==> src/rtl/sysctl_pkg.sv <==
package sysctl_pkg;

   localparam logic [31:0] ID_WORD    = 32'h411A3001;
   localparam logic [31:0] STAT_WORD  = 32'h00100000;
   localparam logic [31:0] OSC_INIT   = 32'h01000048;
   localparam logic [31:0] AUX_INIT   = 32'h0007FEFF;
   localparam logic [31:0] SDRAM_BASE = 32'h00011122;
   localparam logic [31:0] INIT_INIT  = 32'h00000112;

   // register word map inside the first sixteen words
   typedef enum logic [3:0] {
      RW_IDENT   = 4'd0,
      RW_PROC    = 4'd1,
      RW_OSC     = 4'd2,
      RW_CTRL    = 4'd3,
      RW_STAT    = 4'd4,
      RW_LOCK    = 4'd5,
      RW_AUXOSC  = 4'd7,
      RW_SDRAM   = 4'd8,
      RW_INIT    = 4'd9,
      RW_REFCNT  = 4'd10,
      RW_FLG_SET = 4'd12,
      RW_FLG_CLR = 4'd13,
      RW_NVF_SET = 4'd14,
      RW_NVF_CLR = 4'd15
   } reg_word_e;

   // control word bit positions
   localparam int CTL_LED   = 0;
   localparam int CTL_REMAP = 2;
   localparam int CTL_RESET = 3;

   // parameter table: text tag placed at a fixed index
   localparam int unsigned TBL_TAG_FIRST = 73;
   localparam int unsigned TBL_TAG_LEN   = 11;
   localparam logic [8*TBL_TAG_LEN-1:0] TBL_TAG = "GENERIC-MEM";

   function automatic logic [31:0] mem_size_code(int unsigned mb);
      if (mb >= 256)     return 32'h10;
      else if (mb >= 128) return 32'h0C;
      else if (mb >= 64)  return 32'h08;
      else if (mb >= 32)  return 32'h04;
      else                return 32'h00;
   endfunction

   function automatic logic [7:0] table_byte(int unsigned idx);
      if (idx >= TBL_TAG_FIRST && idx < TBL_TAG_FIRST + TBL_TAG_LEN)
         return TBL_TAG[8*(TBL_TAG_LEN-1-(idx-TBL_TAG_FIRST)) +: 8];
      else
         return 8'h00;
   endfunction

endpackage

==> src/rtl/sysctl_keyguard.sv <==
module sysctl_keyguard #(
   parameter logic [15:0] KEY      = 16'hA05F,
   parameter logic [31:0] OSC_RST  = 32'h0,
   parameter logic [31:0] AUX_RST  = 32'h0
) (
   input  logic        clk_i,
   input  logic        rst_ni,
   input  logic        lock_we_i,
   input  logic        osc_we_i,
   input  logic        aux_we_i,
   input  logic [31:0] wdata_i,
   output logic [15:0] lock_o,
   output logic        open_o,
   output logic [31:0] osc_o,
   output logic [31:0] aux_o
);
   logic [15:0] lock_q;
   logic [31:0] osc_q, aux_q;

   assign open_o = (lock_q == KEY);

   always_ff @(posedge clk_i) begin
      if (!rst_ni) begin
         lock_q <= '0;
         osc_q  <= OSC_RST;
         aux_q  <= AUX_RST;
      end else begin
         if (lock_we_i)           lock_q <= wdata_i[15:0];
         if (osc_we_i && open_o)  osc_q  <= wdata_i;
         if (aux_we_i && open_o)  aux_q  <= wdata_i;
      end
   end

   assign lock_o = lock_q;
   assign osc_o  = osc_q;
   assign aux_o  = aux_q;
endmodule

==> src/rtl/sysctl_flagpair.sv <==
module sysctl_flagpair #(
   parameter int DW = 32
) (
   input  logic          clk_i,
   input  logic          rst_ni,
   input  logic          set_we_i,
   input  logic          clr_we_i,
   input  logic [DW-1:0] mask_i,
   output logic [DW-1:0] q_o
);
   logic [DW-1:0] q;

   always_ff @(posedge clk_i) begin
      if (!rst_ni)       q <= '0;
      else if (set_we_i) q <= q | mask_i;
      else if (clr_we_i) q <= q & ~mask_i;
   end

   assign q_o = q;
endmodule

==> src/rtl/sysctl_refcnt.sv <==
module sysctl_refcnt #(
   parameter int unsigned CLK_HZ = 50_000_000,
   parameter int unsigned REF_HZ = 24_000_000,
   parameter int          CW     = 32
) (
   input  logic          clk_i,
   input  logic          rst_ni,
   output logic [CW-1:0] count_o
);
   logic [CW-1:0] cnt_q;

   generate
      if (REF_HZ == CLK_HZ) begin : g_direct
         always_ff @(posedge clk_i) begin
            if (!rst_ni) cnt_q <= '0;
            else         cnt_q <= cnt_q + 1'b1;
         end
      end else begin : g_frac
         localparam int ACC_W = $clog2(CLK_HZ + REF_HZ + 1);
         localparam logic [ACC_W-1:0] STEP = ACC_W'(REF_HZ);
         localparam logic [ACC_W-1:0] WRAP = ACC_W'(CLK_HZ);
         logic [ACC_W-1:0] acc_q, acc_sum;

         assign acc_sum = acc_q + STEP;

         always_ff @(posedge clk_i) begin
            if (!rst_ni) begin
               acc_q <= '0;
               cnt_q <= '0;
            end else if (acc_sum >= WRAP) begin
               acc_q <= acc_sum - WRAP;
               cnt_q <= cnt_q + 1'b1;
            end else begin
               acc_q <= acc_sum;
            end
         end
      end
   endgenerate

   assign count_o = cnt_q;
endmodule

==> src/rtl/sysctl_param_rom.sv <==
module sysctl_param_rom #(
   parameter int unsigned BASE_IDX = 64,
   parameter int          IW       = 5
) (
   input  logic [IW-1:0] idx_i,
   output logic [7:0]    byte_o
);
   import sysctl_pkg::*;
   localparam int DEPTH = 1 << IW;

   logic [DEPTH-1:0][7:0] rom;

   generate
      for (genvar i = 0; i < DEPTH; i++) begin : g_ent
         assign rom[i] = table_byte(BASE_IDX + i);
      end
   endgenerate

   assign byte_o = rom[idx_i];
endmodule

==> src/rtl/sysctl_regbank.sv <==
module sysctl_regbank #(
   parameter int          AW     = 10,
   parameter int unsigned MEM_MB = 128,
   parameter int unsigned CLK_HZ = 50_000_000,
   parameter int unsigned REF_HZ = 24_000_000,
   parameter logic [15:0] KEY    = 16'hA05F
) (
   input  logic          clk_i,
   input  logic          rst_ni,
   input  logic          wr_i,
   input  logic [AW-1:0] waddr_i,
   input  logic [31:0]   wdata_i,
   output logic [31:0]   rdata_o,
   output logic          led_o,
   output logic          flash_at_zero_o,
   output logic          reset_req_o
);
   import sysctl_pkg::*;

   localparam int          WIN_IW     = 5;
   localparam int unsigned WIN_BASE   = 64;
   localparam logic [31:0] SDRAM_RST  = SDRAM_BASE | mem_size_code(MEM_MB);

   initial begin
      assert (AW >= 7) else $error("AW too small for the table window");
      assert (REF_HZ > 0 && REF_HZ <= CLK_HZ) else $error("REF_HZ must lie in 1..CLK_HZ");
   end

   // address decode
   logic      reg_hit, win_hit, win_lo;
   reg_word_e word;

   assign reg_hit = (waddr_i[AW-1:4] == '0);
   assign win_hit = (waddr_i[AW-1:6] == (AW-6)'(1));
   assign win_lo  = ~waddr_i[5];
   assign word    = reg_word_e'(waddr_i[3:0]);

   function automatic logic hit(input reg_word_e w);
      return wr_i && reg_hit && (word == w);
   endfunction

   // oscillators behind the key
   logic [15:0] lock_w;
   logic        open_w;
   logic [31:0] osc_w, aux_w;

   sysctl_keyguard #(
      .KEY(KEY), .OSC_RST(OSC_INIT), .AUX_RST(AUX_INIT)
   ) u_key (
      .clk_i, .rst_ni,
      .lock_we_i (hit(RW_LOCK)),
      .osc_we_i  (hit(RW_OSC)),
      .aux_we_i  (hit(RW_AUXOSC)),
      .wdata_i,
      .lock_o    (lock_w),
      .open_o    (open_w),
      .osc_o     (osc_w),
      .aux_o     (aux_w)
   );

   // set/clear flag pairs: pair g lives at words 12+2g (set) and 13+2g (clear)
   logic [1:0][31:0] flag_w;
   logic [31:0]      flag0_w;

   generate
      for (genvar g = 0; g < 2; g++) begin : g_flag
         localparam reg_word_e SET_W = reg_word_e'(4'(12 + 2*g));
         localparam reg_word_e CLR_W = reg_word_e'(4'(13 + 2*g));
         sysctl_flagpair #(.DW(32)) u_pair (
            .clk_i, .rst_ni,
            .set_we_i (hit(SET_W)),
            .clr_we_i (hit(CLR_W)),
            .mask_i   (wdata_i),
            .q_o      (flag_w[g])
         );
      end
   endgenerate
   assign flag0_w = flag_w[0];

   // reference counter
   logic [31:0] cnt_w;
   sysctl_refcnt #(.CLK_HZ(CLK_HZ), .REF_HZ(REF_HZ), .CW(32)) u_cnt (
      .clk_i, .rst_ni, .count_o(cnt_w)
   );

   // parameter table window
   logic [7:0] tbl_byte;
   sysctl_param_rom #(.BASE_IDX(WIN_BASE), .IW(WIN_IW)) u_rom (
      .idx_i  (waddr_i[WIN_IW-1:0]),
      .byte_o (tbl_byte)
   );

   // plain storage: control, SDRAM, init
   logic        led_q, remap_q;
   logic [31:0] sdram_q, init_q;

   always_ff @(posedge clk_i) begin
      if (!rst_ni) begin
         led_q   <= 1'b0;
         remap_q <= 1'b0;
         sdram_q <= SDRAM_RST;
         init_q  <= INIT_INIT;
      end else begin
         if (hit(RW_CTRL)) begin
            led_q   <= wdata_i[CTL_LED];
            remap_q <= wdata_i[CTL_REMAP];
         end
         if (hit(RW_SDRAM)) sdram_q <= wdata_i;
         if (hit(RW_INIT))  init_q  <= wdata_i;
      end
   end

   assign led_o           = led_q;
   assign flash_at_zero_o = ~remap_q;
   assign reset_req_o     = hit(RW_CTRL) && wdata_i[CTL_RESET];

   // read mux
   always_comb begin
      rdata_o = '0;
      if (win_hit) begin
         if (win_lo) rdata_o = {24'h0, tbl_byte};
      end else if (reg_hit) begin
         case (word)
            RW_IDENT:   rdata_o = ID_WORD;
            RW_OSC:     rdata_o = osc_w;
            RW_CTRL:    rdata_o = {29'h0, remap_q, 1'b0, led_q};
            RW_STAT:    rdata_o = STAT_WORD;
            RW_LOCK:    rdata_o = {15'h0, open_w, lock_w};
            RW_AUXOSC:  rdata_o = aux_w;
            RW_SDRAM:   rdata_o = sdram_q;
            RW_INIT:    rdata_o = init_q;
            RW_REFCNT:  rdata_o = cnt_w;
            RW_FLG_SET: rdata_o = flag_w[0];
            RW_NVF_SET: rdata_o = flag_w[1];
            default:    rdata_o = '0;
         endcase
      end
   end
endmodule

==> config.mk <==
export PLATFORM = sky130hd
export DESIGN_NAME = sysctl_regbank
export DESIGN_NICKNAME = d
export VERILOG_FILES = /design/src/rtl/sysctl_pkg.sv /design/src/rtl/sysctl_keyguard.sv /design/src/rtl/sysctl_flagpair.sv /design/src/rtl/sysctl_refcnt.sv /design/src/rtl/sysctl_param_rom.sv /design/src/rtl/sysctl_regbank.sv
export SDC_FILE = /design/constraint.sdc
export NUM_CORES = 1
export LEC_CHECK = 0
export CAP_MARGIN = 20
export CORE_MARGIN = 5
export CORE_UTILIZATION = 45
export DETAILED_ROUTE_END_ITERATION = 7
export DONT_BUFFER_PORTS = 1
export PLACE_DENSITY_LB_ADDON = 0.2
export SYNTH_ARGS = -nofsm -noshare
export SYNTH_HDL_FRONTEND = slang
export SYNTH_SLANG_ARGS = --single-unit
==> constraint.sdc <==
create_clock -name clk_i -period 4.14 [get_ports clk_i]
set_input_delay 0.621 -clock clk_i [delete_from_list [all_inputs] [get_ports clk_i]]
set_output_delay 0.621 -clock clk_i [all_outputs]
set_load 0.01 [all_outputs]
==> results.yml, run 1 <==
status:
  status: "finished clean"
drt:
  drc: 0
  wl_per_cell_um: 21.1
  routed_wl_um: 40600
  ant_nets: 0
  drt-initial-drc-count: 1220
  met3WireLength_um: 3800
  top_layer_used: "met4"
  wl_met1_um: 17100
  wl_met2_um: 18600
  viasPerCell: 6.04
  drt_first_pass_iters: 6
  vias: 11600
floorplanning:
  core-area_um2: 27100
  rows: 60
  initial_utilization_pct: 45.9
  io_pins: 80
  fp.dieW_um: 176
  dieArea_um2: 31100
  fp.dieH_um: 176
yosys:
  synth.top_cell.area_share_pct: 42.2
  synth_flop_cell: "dfxtp_1"
  ys_seq_elements: 262
  syn-cell-area_um2: 12400
  synth_top_area_cell: "dfxtp_1"
  yosysWarningCount: 0
  synth_most_common_cell: "nand2_1"
  synth_common_cells: "406 x nand2_1, 262 x dfxtp_1, 160 x a21oi_1, 120 x a22oi_1, 120 x clkbuf_1"
  syn_nets: 1670
  synth_edf_count: 0
  synth.distinct_cells: 71
  postSynthCellCount: 1613
  synth.top_cells.by_area: "dfxtp_1 42%, nand2_1 12%, a22oi_1 7.2%, a21oi_1 6.4%, clkbuf_1 3.6%"
  syn_area_per_cell_um2: 7.71
  async_flop_share_pct: 0
  ys_seq_area_share_pct: 42.2
final_layout:
  final_cells: 1922
  fin_nets: 1588
  drive_gt1_share_pct: 6.90
  diodes: 0
  fillers: 2629
  areaGrowthSynthToFinish_pct: 8.94
  fin_area_um2: 13500
  fin_util_pct: 50.0
place:
  hpwl_um: 25600
  io_buffers: 0
  gp_congestion: 0.875
  dp.cells: 1872
  place_area_um2: 12700
grt:
  grt_first_pass_wirelength_um: 63300
  antenna_found_initial: 0
  overflow: 0
  grt_max_degree: 101
  grtUsageTotal_pct: 25.3
  grt_pass1_vias: 11000
clock_network:
  post_cts_buffers: 0
  cts_buffers: 29
  cts_resized: 0
  path_clk_slew_ns: 0.06
  clock_latency_ns: 0.55
  cts.sinks: 262
  cts_tree: "done"
  cts_root_buf: "clkbuf_16"
  postCtsHoldBufs: 0
  htree_levels: 1
  clockBufferDepth: 3
flow_run:
  maxCapViolations: 0
critical_path:
  crit_start: "u_cnt.g_frac.acc_q[9]"
  cp_data_required_time_ns: 4.57
  path_class: "register to register"
  cp_max_fo: 19
  timing.rr.start: "u_cnt.g_frac.acc_q[9]"
  cp-start-kind: "register"
  arrival_ns: 4.04
  endpoint_kind: "register"
timing:
  rsz0062_at_grt: "false"
  hold_violations: 0
  setup_viol: 0
  max_slew_margin_pct: 29.3
  fmax_ghz: 0.277
  maxSlewViolCount: 0
  period_share_pct: 87.1
  fin_worst_skew_ns: 0.0122
  worst_pin_slew_ns: 1.05
  min_period_ns: 3.60
  tns_ns: 0
worst_hold_path:
  hold_class: "input pin to register"
  hp-start: "rst_ni"
power_and_ir_drop:
  p_per_area_nw_per_um2: 499
  vdd_drop_max_mv: 0.320
  power_mw: 6.76
  p_leak_nw: 4.46
[report_power, final]
part / total (mW) / internal [mW] / switching [mW] / leakage, nW
logic: 1.53 / 0.552 / 0.978 / 1.90
registers: 2.76 / 2.61 / 0.145 / 2.12
clock network: 2.46 / 1.43 / 1.03 / 0.448
[metrics by stage]
step	hold WS (ns)	setup slack [ns]
after detailed placement	0.446	0.649
after global placement	0.442	0.668
after global routing	0.165	0.255
after CTS	0.155	0.621
after floorplan	0.436	1.13
final	0.182	0.536
[metal layers]
layer	track usage (%)	up-vias
li1	-	5497
met1	34.0	5540
met2	41.1	484
met3	5.22	80
met4	8.02	0
met5	0	-
[layout make-up]
cell class,count,area [µm²],area share [%]
sequential,262,5250,38.7
timing repair buffer,38,323,2.38
tap,372,465,3.44
clock buffer,41,821,6.06
multi-input combinational,1181,6540,48.3
inverter,19,76.3,0.563
clock inverter,9,73.8,0.545
[cell families after synthesis]
kind of cell	synth area share (%)
AOI/OAI and AO/OA	25.0
xor gates and xnor gates	2.45
adders and majority gates	1.21
buffers and inverters	5.42
DFF	42.2
muxes	0.886
and+or+nand+nor	22.9
[cells in the final DEF, fill, tap and decap left out, types with 29 or more instances in the layout]
master and instances:
a21oi_1 160, a22oi_1 120, a31oi_1 29, buf_4 35, clkbuf_16 29, dfxtp_1 262
nand2_1 406, nand3_1 47, nor2_1 101, o21ai_0 41
[final timing paths]
kind                             to  slack, ns  cells after the start
setup / recovery  u_cnt.count_o[27]       0.54                     10
hold / removal      u_key.osc_o[24]       0.18                      1
setup reg to reg  u_cnt.count_o[27]       0.54                     10
hold reg to reg          sdram_q[9]       0.45                      2
[critical path, cell delays in order (launching register included)]
cell,delay (ns)
dfxtp_1,0.37
inv_1,0.10
ha_1,0.25
nand2b_1,0.28
a21oi_2,0.13
o41ai_1,0.51
xnor2_2,0.27
a21oi_4,0.25
a211oi_1,0.90
a21boi_0,0.22
o21a_1,0.23
No activity file was read; power rests on OpenSTA's default activity.
==> run 2, diff against run 1 <==
--- a/config.mk
+++ b/config.mk
@@ -6,6 +6,7 @@
 export NUM_CORES = 1
 export LEC_CHECK = 0
 export CAP_MARGIN = 20
+export CORE_ASPECT_RATIO = 1.2
 export CORE_MARGIN = 5
 export CORE_UTILIZATION = 45
 export DETAILED_ROUTE_END_ITERATION = 7
==> run 2 against run 1 <==
Effect of this change:
- combinational power barely moved
- maximum frequency rose by 0.38%
- final cell count fell by 1.2%
- register-to-register slack improved by 0.10 ns
- global-route usage rose by 0.063 points
- final area rose by 0.46%
- clock skew rose by 0.0027 ns
- die area barely moved
- count of clock-buffer cells in the layout fell by 4
- utilization rose by 0.11 points
- critical path type is now input pin to primary output
- highest routed layer unchanged
==> results.yml, run 2 (synthesized netlist as in run 1, its figures left out) <==
final_layout:
  fin_nets: 1594
  areaGrowthSynthToFinish_pct: 9.44
  fin_area_um2: 13600
  layout_common_cells: "406 x nand2_1, 262 x dfxtp_1, 160 x a21oi_1"
  final_common_cell: "nand2_1"
  diodes: 0
  final_cells: 1898
  drive_gt1_share_pct: 7.64
  fin_util_pct: 50.1
drt:
  viasPerCell: 6.14
  ant_nets: 0
  top_layer_used: "met4"
  met3WireLength_um: 3610
  wl_per_cell_um: 21.5
  wl_met1_um: 16900
  drt-initial-drc-count: 1220
  drc: 0
  vias: 11700
  drt_first_pass_iters: 6
  wl_met2_um: 19200
  routed_wl_um: 40700
grt:
  grt_pass1_vias: 10800
  grtUsageTotal_pct: 25.4
  antenna_found_initial: 0
  overflow: 0
  grt_max_degree: 109
  grt_first_pass_wirelength_um: 62900
clock_network:
  post_cts_buffers: 0
  cts_buffers: 28
  cts_root_buf: "clkbuf_16"
  path_clk_slew_ns: 0.06
  cts_resized: 0
  htree_levels: 1
  cts.sinks: 262
  postCtsHoldBufs: 0
  clock_latency_ns: 0.55
  clockBufferDepth: 3
  cts_tree: "done"
floorplanning:
  io_pins: 80
  fp.dieH_um: 192
  fp.dieW_um: 162
  core-area_um2: 27200
  initial_utilization_pct: 45.8
  rows: 66
  dieArea_um2: 31100
critical_path:
  arrival_ns: 2.97
  cp_data_required_time_ns: 3.52
  r2r-end: "u_cnt.g_frac.acc_q[11]"
  cp_max_fo: 17
  crit_start: "waddr_i[0]"
  path_class: "input pin to primary output"
  timing.rr.start: "u_cnt.g_frac.acc_q[9]"
  cp-start-kind: "input pin"
  reg2reg_setup_slack_ns: 0.64
  reg2reg_depth: 10
  endpoint_kind: "primary output"
timing:
  rsz0062_at_grt: "false"
  worst_pin_slew_ns: 1.19
  whs_ns: 0.155
  min_period_ns: 3.59
  fmax_ghz: 0.279
  setup_viol: 0
  period_share_pct: 86.7
  fin_ws_ns: 0.550
  max_slew_margin_pct: 20.8
  maxSlewViolCount: 0
  tns_ns: 0
  hold_violations: 0
  fin_worst_skew_ns: 0.0149
place:
  place_ws_ns: 0.651
  hpwl_um: 26300
  dp.cells: 1847
  place_area_um2: 12700
  io_buffers: 0
  gp_congestion: 0.869
power_and_ir_drop:
  p_leak_nw: 4.53
  power_mw: 6.92
  vdd_drop_max_mv: 0.314
  p_per_area_nw_per_um2: 508
worst_hold_path:
  hold_class: "input pin to register"
  hp-start: "rst_ni"
  min_to: "u_key.osc_o[24]"
  hold_depth: 1
status:
  status: "finished clean"
flow_run:
  maxCapViolations: 0
[run 2: cell count changes in the layout (fill, tap and decap cells not counted), moves of 2 or more]
cell,delta
bufinv_16,+2
clkinv_2,+2
buf_4,+8
clkbuf_1,-4
[run 2: routing by layer]
layer / GRT usage, % / vias to the layer above
li1: - / 5509
met1: 33.8 / 5596
met2: 42.4 / 475
met3: 4.51 / 74
met4: 7.48 / 0
met5: 0 / -
[run 2: how the worst max path moves through the flow]
stage,to,slack (ns),depth (start not counted)
floorplan,rdata_o[0],1.13,8
global placement,rdata_o[2],0.69,7
detailed placement,rdata_o[2],0.65,7
CTS,u_cnt.g_frac.acc_q[11],0.65,10
global route,u_cnt.g_frac.acc_q[11],0.37,10
finish,rdata_o[0],0.55,9
[run 2: cell type report]
class	count	area [µm²]
sequential	262	5250
timing repair buffer	45	363
inverter	19	76.3
tap	340	425
multi-input combinational	1181	6540
clock buffer	37	806
fill	2589	13600
clock inverter	14	151
[run 2: critical path, stage by stage]
cell and delay [ns]:
inv_1 0.12, ha_1 0.17, buf_4 0.18, and3_1 0.98, a22oi_1 0.23, nand3_1 0.12, a21oi_1 0.04, o21ai_0 0.30
buf_4 0.19
[run 2: where the power goes]
group	switching [mW]	internal, mW	leakage (nW)	total (mW)
Combinational	1.01	0.553	1.93	1.56
Sequential	0.142	2.61	2.12	2.76
Clock	1.05	1.55	0.479	2.60
Total	2.20	4.72	4.53	6.92
